===== src/rtl/sertx_pkg.sv =====
package sertx_pkg;

  localparam int DATA_W = 8;

  typedef enum logic [2:0] {
    ST_IDLE,
    ST_START,
    ST_DATA,
    ST_XBIT,
    ST_STOP1,
    ST_STOP2
  } tx_state_e;

  typedef struct packed {
    logic mp_on;
    logic stop2;
    logic par_odd;
    logic par_on;
    logic short_len;
  } frame_cfg_t;

  // parity over the configured data bits only
  function automatic logic parity_of(input logic [DATA_W-1:0] d,
                                     input logic short_len,
                                     input logic odd);
    logic [DATA_W-1:0] m;
    m = d;
    if (short_len) m[DATA_W-1] = 1'b0;
    return odd ^ (^m);
  endfunction

  // bit that follows the data field, if any
  function automatic logic extra_bit(input logic [DATA_W-1:0] d,
                                     input frame_cfg_t c,
                                     input logic mpb);
    return c.mp_on ? mpb : parity_of(d, c.short_len, c.par_odd);
  endfunction

endpackage


===== src/rtl/sertx_bitclk.sv =====
module sertx_bitclk #(
  parameter int TPB = 16
) (
  input  logic clk,
  input  logic rst_n,
  input  logic run,
  input  logic tick,
  output logic bit_end
);
  localparam int CW = (TPB < 2) ? 1 : $clog2(TPB);
  localparam logic [CW-1:0] LAST = CW'(TPB - 1);

  logic [CW-1:0] cnt;

  always_ff @(posedge clk or negedge rst_n) begin
    if (!rst_n)       cnt <= '0;
    else if (!run)    cnt <= '0;
    else if (tick)    cnt <= (cnt == LAST) ? '0 : cnt + 1'b1;
  end

  assign bit_end = run & tick & (cnt == LAST);

  // a bit period always begins from a cleared count
  p_fresh_count_r7: assert property (@(posedge clk) disable iff (!rst_n)
    $rose(run) |-> (cnt == '0));

endmodule


===== src/rtl/sertx_frame.sv =====
module sertx_frame
  import sertx_pkg::*;
#(
  parameter int DW = DATA_W
) (
  input  logic          clk,
  input  logic          rst_n,
  input  logic          en,
  input  logic          load,
  input  logic [DW-1:0] load_data,
  input  frame_cfg_t    load_cfg,
  input  logic          load_mpb,
  input  logic          bit_end,
  output logic          txd,
  output logic          busy,
  output logic          frame_done
);
  localparam int BCW = $clog2(DW);

  tx_state_e      st;
  logic [DW-1:0]  sh;
  logic [BCW-1:0] bidx;
  frame_cfg_t     cfg;
  logic           xb;

  logic [BCW-1:0] last_idx;
  logic           has_x;

  assign last_idx   = cfg.short_len ? BCW'(DW - 2) : BCW'(DW - 1);
  assign has_x      = cfg.mp_on | cfg.par_on;
  assign frame_done = bit_end & (((st == ST_STOP1) & ~cfg.stop2) | (st == ST_STOP2));
  assign busy       = (st != ST_IDLE);

  always_ff @(posedge clk or negedge rst_n) begin
    if (!rst_n) begin
      st   <= ST_IDLE;
      sh   <= '0;
      bidx <= '0;
      cfg  <= '0;
      xb   <= 1'b0;
    end else if (!en) begin
      st <= ST_IDLE;
    end else if (load) begin
      st   <= ST_START;
      sh   <= load_data;
      cfg  <= load_cfg;
      xb   <= extra_bit(load_data, load_cfg, load_mpb);
      bidx <= '0;
    end else if (bit_end) begin
      case (st)
        ST_START: st <= ST_DATA;
        ST_DATA: begin
          sh <= sh >> 1;
          if (bidx == last_idx) st <= has_x ? ST_XBIT : ST_STOP1;
          else                  bidx <= bidx + 1'b1;
        end
        ST_XBIT:  st <= ST_STOP1;
        ST_STOP1: st <= cfg.stop2 ? ST_STOP2 : ST_IDLE;
        default:  st <= ST_IDLE;
      endcase
    end
  end

  always_comb begin
    case (st)
      ST_START: txd = 1'b0;
      ST_DATA:  txd = sh[0];
      ST_XBIT:  txd = xb;
      default:  txd = 1'b1;
    endcase
  end

  // the cycle after a load shows the start bit
  p_start_low_r3: assert property (@(posedge clk) disable iff (!rst_n)
    load |=> !txd);

  // the sequencer moves only on a bit boundary or a load
  p_hold_between_ticks_r7: assert property (@(posedge clk) disable iff (!rst_n)
    (en && !load && !bit_end) |=> $stable(st));

endmodule


===== src/rtl/sertx_flags.sv =====
module sertx_flags (
  input  logic clk,
  input  logic rst_n,
  input  logic load,
  input  logic cpu_clr,
  input  logic end_set,
  input  logic ie_empty,
  input  logic ie_end,
  output logic empty_f,
  output logic end_f,
  output logic irq_empty,
  output logic irq_end
);
  always_ff @(posedge clk or negedge rst_n) begin
    if (!rst_n) begin
      empty_f <= 1'b1;
      end_f   <= 1'b1;
    end else begin
      if (load)         empty_f <= 1'b1;
      else if (cpu_clr) empty_f <= 1'b0;
      if (cpu_clr)      end_f   <= 1'b0;
      else if (end_set) end_f   <= 1'b1;
    end
  end

  assign irq_empty = empty_f & ie_empty;
  assign irq_end   = end_f & ie_end;

  // handing a byte to the shifter frees the holding register
  p_load_marks_empty_r2: assert property (@(posedge clk) disable iff (!rst_n)
    load |=> empty_f);

  // a clear command drops the end flag
  p_clear_drops_end_r11: assert property (@(posedge clk) disable iff (!rst_n)
    cpu_clr |=> !end_f);

endmodule


===== src/rtl/sertx_core.sv =====
module sertx_core
  import sertx_pkg::*;
#(
  parameter int TICKS_PER_BIT = 16
) (
  input  logic              clk,
  input  logic              rst_n,
  input  logic              wr_en,
  input  logic [1:0]        wr_sel,
  input  logic [DATA_W-1:0] wr_data,
  input  logic              baud_tick,
  output logic              txd,
  output logic              flag_empty,
  output logic              flag_end,
  output logic              irq_empty,
  output logic              irq_end
);
  localparam logic [1:0] CMD_DATA = 2'd0;
  localparam logic [1:0] CMD_CTRL = 2'd1;
  localparam logic [1:0] CMD_CLR  = 2'd2;
  localparam logic [1:0] CMD_MPB  = 2'd3;

  logic [DATA_W-1:0] hold_q;
  logic              tx_on, ie_e, ie_t, mpb_q;
  frame_cfg_t        cfg_q;

  logic busy, frame_done, bit_end, load, cpu_clr, end_set;

  always_ff @(posedge clk or negedge rst_n) begin
    if (!rst_n) begin
      hold_q <= '0;
      tx_on  <= 1'b0;
      ie_e   <= 1'b0;
      ie_t   <= 1'b0;
      cfg_q  <= '0;
      mpb_q  <= 1'b0;
    end else if (wr_en) begin
      case (wr_sel)
        CMD_DATA: hold_q <= wr_data;
        CMD_CTRL: begin
          tx_on           <= wr_data[0];
          ie_e            <= wr_data[1];
          ie_t            <= wr_data[2];
          cfg_q.short_len <= wr_data[3];
          cfg_q.par_on    <= wr_data[4];
          cfg_q.par_odd   <= wr_data[5];
          cfg_q.stop2     <= wr_data[6];
          cfg_q.mp_on     <= wr_data[7];
        end
        CMD_MPB:  mpb_q <= wr_data[0];
        default:  ;
      endcase
    end
  end

  assign cpu_clr = wr_en & (wr_sel == CMD_CLR) & wr_data[0];
  assign load    = tx_on & baud_tick & ~flag_empty & (~busy | frame_done);
  assign end_set = frame_done & flag_empty;

  sertx_bitclk #(.TPB(TICKS_PER_BIT)) u_bitclk (
    .clk     (clk),
    .rst_n   (rst_n),
    .run     (busy & tx_on),
    .tick    (baud_tick),
    .bit_end (bit_end)
  );

  sertx_frame #(.DW(DATA_W)) u_frame (
    .clk        (clk),
    .rst_n      (rst_n),
    .en         (tx_on),
    .load       (load),
    .load_data  (hold_q),
    .load_cfg   (cfg_q),
    .load_mpb   (mpb_q),
    .bit_end    (bit_end),
    .txd        (txd),
    .busy       (busy),
    .frame_done (frame_done)
  );

  sertx_flags u_flags (
    .clk       (clk),
    .rst_n     (rst_n),
    .load      (load),
    .cpu_clr   (cpu_clr),
    .end_set   (end_set),
    .ie_empty  (ie_e),
    .ie_end    (ie_t),
    .empty_f   (flag_empty),
    .end_f     (flag_end),
    .irq_empty (irq_empty),
    .irq_end   (irq_end)
  );

  // a disabled transmitter rests at mark
  p_mark_when_off_r12: assert property (@(posedge clk) disable iff (!rst_n)
    !tx_on |=> txd);

  // a waiting byte follows the stop bit with no gap
  p_back_to_back_r8: assert property (@(posedge clk) disable iff (!rst_n)
    (frame_done && !flag_empty) |=> !txd);

  // nothing waiting means end flag and idle mark
  p_end_then_mark_r9: assert property (@(posedge clk) disable iff (!rst_n)
    (end_set && !cpu_clr) |=> (txd && flag_end));

endmodule


===== config.mk =====
export PLATFORM = sky130hd
export DESIGN_NAME = sertx_core
export DESIGN_NICKNAME = d
export VERILOG_FILES = /design/src/rtl/sertx_pkg.sv /design/src/rtl/sertx_bitclk.sv /design/src/rtl/sertx_frame.sv /design/src/rtl/sertx_flags.sv /design/src/rtl/sertx_core.sv
export SDC_FILE = /design/constraint.sdc
export NUM_CORES = 1
export LEC_CHECK = 0
export BUFFER_PORTS_ARGS = -buffer_cell sky130_fd_sc_hd__buf_2
export CORE_ASPECT_RATIO = 0.9
export CORE_UTILIZATION = 30
export DETAILED_ROUTE_END_ITERATION = 12
export PLACE_DENSITY_LB_ADDON = 0.1
export SLEW_MARGIN = 20
export SYNTH_ARGS = -nofsm -noshare
export SYNTH_HDL_FRONTEND = slang
export SYNTH_HIERARCHICAL = 1
export SYNTH_SLANG_ARGS = --single-unit

===== constraint.sdc =====
create_clock -name clk -period 6 [get_ports clk]
set_input_delay 0.3 -clock clk [delete_from_list [all_inputs] [get_ports clk]]
set_output_delay 0.3 -clock clk [all_outputs]
set_load 0.02 [all_outputs]

==> impl_metrics.py <==
metrics = {
    "placed_design": {
        "dp_worst_setup_slack_ps": 2899,
        "place_area_um2": 2247,
        "gp_congestion": 0.9029,
        "numPortBuffers": 18,
        "place_hpwl_um": 3101,
    },
    "timing": {
        "timing.hold.ws_ps": 155.7,
        "finalSetupViolCount": 0,
        "clock_skew_ps": 7.715,
        "final-hold-violation-count": 0,
        "max_slew.worst_pin.slew_ps": 950.1,
        "finalCriticalPeriod_ps": 3116,
        "slew_headroom": 0.3666,
        "rsz0062_at_grt": "no",
        "finalCritPeriodShare": 0.5193,
        "slew_violations": 0,
        "fin_tns_setup_ps": 0,
        "setup_ws_ps": 2884,
        "fmax_mhz": 320.9,
    },
    "synthesis": {
        "yosysMostFrequentCell": "dfrtp_1",
        "synth.mux.area_fraction": 0.1687,
        "yosysSeqAreaShare": 0.5128,
        "synth_top_area_share": 0.4872,
        "synth-seq-cells": 42,
        "synth_nets": 195,
        "syn_inst": 179,
        "async_reset_ff_frac": 1.000,
        "synth_cell_types": 44,
        "synth_top_family_by_area": "multiplexers",
        "synth_compound_area_frac": 0.09744,
        "synth.area.top_cells": "dfrtp_1 (49%), mux2_2 (12%), mux2i_1 (5.4%)",
        "syn_area_um2": 2054,
        "yosysWarnings": 6,
        "synth_ff_type": "dfrtp_1",
        "synth_edf_count": 0,
        "synth-xor-area-share": 0.04872,
        "synth_largest_area_cell": "dfrtp_1",
        "synth_commonest_cells": "dfrtp_1 (40), mux2_2 (21), nand2_1 (17)",
        "synthAdderAreaFrac": 0.01218,
        "syn_area_per_cell_um2": 11.48,
        "yosys.area_share.simple": 0.1364,
    },
    "route": {
        "drt_iter0_drc": 51,
        "ant_nets": 0,
        "viasPerCell": 4.805,
        "drcViolationCount": 0,
        "post_drt_wl_per_cell_um": 14.61,
        "vias": 1403,
        "wl_um": 4265,
        "first_pass_iters": 4,
    },
    "clocking": {
        "cts-resized-gates": 0,
        "cts_sinks": 42,
        "clkTransAtPathRegs_ps": 80,
        "h-tree-depth": 2,
        "tritoncts": "built",
        "cts_hold_buf": 0,
        "clock-root-buffer": "clkbuf_8",
        "numCtsBuffers": 5,
        "clkLatencyLatePin_ps": 290,
        "cts_setup_buffers": 0,
        "clk_path_buf_depth": 2,
    },
    "critical_path": {
        "path_cells": "or3_1 > and2_1 > nand3_1 > nor2_1 > inv_1 > a2111oi_0 > nor2b_1 > nor3_2 > buf_4 > nand2_1 > mux2_2",
        "worstSetupPathType": "reg2reg",
        "cp.arrival_ps": 3290,
        "critPathMaxFanout": 15,
        "cpMaxStageDelayCell": "a2111oi_0",
        "r2r_slack_ps": 2880,
        "cp-end-kind": "flop",
        "cp.required_ps": 6170,
        "max_stage_delay_ps": 590,
        "setup.worst_path.start_class": "flop",
    },
    "cells_and_area": {
        "final_layout_size_suffix_gt1_frac": 0.2772,
        "fin_nets": 217,
        "finalInstanceArea_um2": 2357,
        "fillers": 696,
        "antenna_cells": 0,
        "syn_to_final_growth_pct": 14.74,
        "multi_input_area_um2": 957.2,
        "regArea_um2": 1054,
    },
    "power_and_ir_drop": {
        "ir_drop_mv": 0.1408,
        "finalPower_mw": 0.8631,
        "p_leak_nw": 1.008,
        "powerDensity_nw_per_um2": 366.1,
    },
    "floorplan": {
        "placement_rows": 28,
        "io_pins": 19,
        "die_area_um2": 7183,
        "start_util": 0.3119,
        "core_area_um2": 6586,
        "die_w_um": 89.23,
        "dieHeight_um": 80.51,
    },
    "global_route": {
        "grt_usage": 0.1371,
        "antenna_found_initial": 0,
        "grt_pass1_vias": 1456,
        "grt_pass1_wl_um": 7196,
        "grt_start_max_net_pins": 43,
        "overflow": 0,
    },
    "worst_hold_path": {
        "hp-class": "in2async",
    },
    "flow_run": {
        "cap_violations": 0,
    },
    "status": {
        "outcome": "complete, no violations",
    },
}
-- registers in the layout, summed over array words and instances (netlist names) --
name             count
ie_t                 1
u_frame/cfg          4
tx_on                1
hold_q               8
u_frame/sh           8
u_flags/empty_f      1
u_frame/bidx         3
ie_e                 1
u_frame/xb           1
u_frame/st           3
mpb_q                1
cfg_q                5
u_bitclk/cnt         4
u_flags/end_f        1
-- where the power goes --
group          switching [mW]  internal (mW)  leakage (nW)
sequential             0.0666          0.359         0.528
combinational           0.102          0.114         0.428
clock                  0.0978          0.124        0.0514
-- per-stage QoR --
stage | std cells | util
finish | 292 | 0.3579
global route | 292 | 0.3579
CTS | 292 | 0.3579
detailed placement | 284 | 0.3412
global placement | 284 | 0.3412
floorplan | 179 | -
-- path summary, 6_finish.rpt --
| path | from | cells past startpoint | end |
|---|---|---|---|
| max | u_frame/st[1] | 11 | u_frame/cfg[1] |
| max reg2reg | u_frame/st[1] | 11 | u_frame/cfg[1] |
| max in group asynchronous | rst_n | 1 | cfg_q[3] |
| min | rst_n | 1 | u_frame/bidx[1] |
| min in group clk | wr_data[6] | 2 | hold_q[6] |
| min reg2reg | u_frame/sh[1] | 2 | u_frame/sh[1] |
-- logic make-up (layout without fill, tap and decap cells) --
family	after synthesis	in the layout
AND/OR/NAND/NOR	51	51
multiplexers	32	32
flip-flops	42	42
XOR/XNOR	9	9
buffers and inverters	11	34
AO/OA/AOI/OAI	32	32
adder cells (fa/ha/maj)	2	2
-- critical path: cells and delay by family (launching register included) --
family,cells,cell delay (ps)
simple gates,7,1180
compound gates,1,590
flops,1,540
mux,1,350
buf+inv,2,330
-- routing by layer --
metal	vias up	global-route usage	routed length, um
met5	-	0	0
met4	0	0.05397	44
met3	4	0.02878	185
met2	35	0.2183	2048
met1	688	0.1808	1987
li1	676	-	-
-- cell type report --
type                            count  area share
Clock buffer                        6     0.03079
Clock inverter                      2     0.01592
Multi-Input combinational cell    126      0.4061
Inverter                            7     0.01115
Sequential cell                    42      0.4469
Timing Repair Buffer               19     0.04140
Tap cell                           90     0.04777
-- cell usage in the layout, fill, tap and decap left out, types with 2 or more instances in the layout --
master | synthesis | routed
clkbuf_8 | 0 | 5
nor2b_1 | 3 | 3
mux2_2 | 21 | 21
dfrtp_1 | 40 | 40
o21ai_1 | 4 | 4
nor2_1 | 9 | 9
o21ai_0 | 10 | 10
and2_1 | 5 | 5
xnor2_1 | 6 | 6
nand3_1 | 3 | 3
ha_1 | 2 | 2
nand2_1 | 17 | 17
o2111ai_1 | 2 | 2
dfstp_2 | 2 | 2
buf_2 | 3 | 18
inv_1 | 6 | 6
nand2b_1 | 3 | 3
a21oi_1 | 6 | 6
mux2i_1 | 11 | 11
Note: power is estimated with default switching activity, not from simulation.
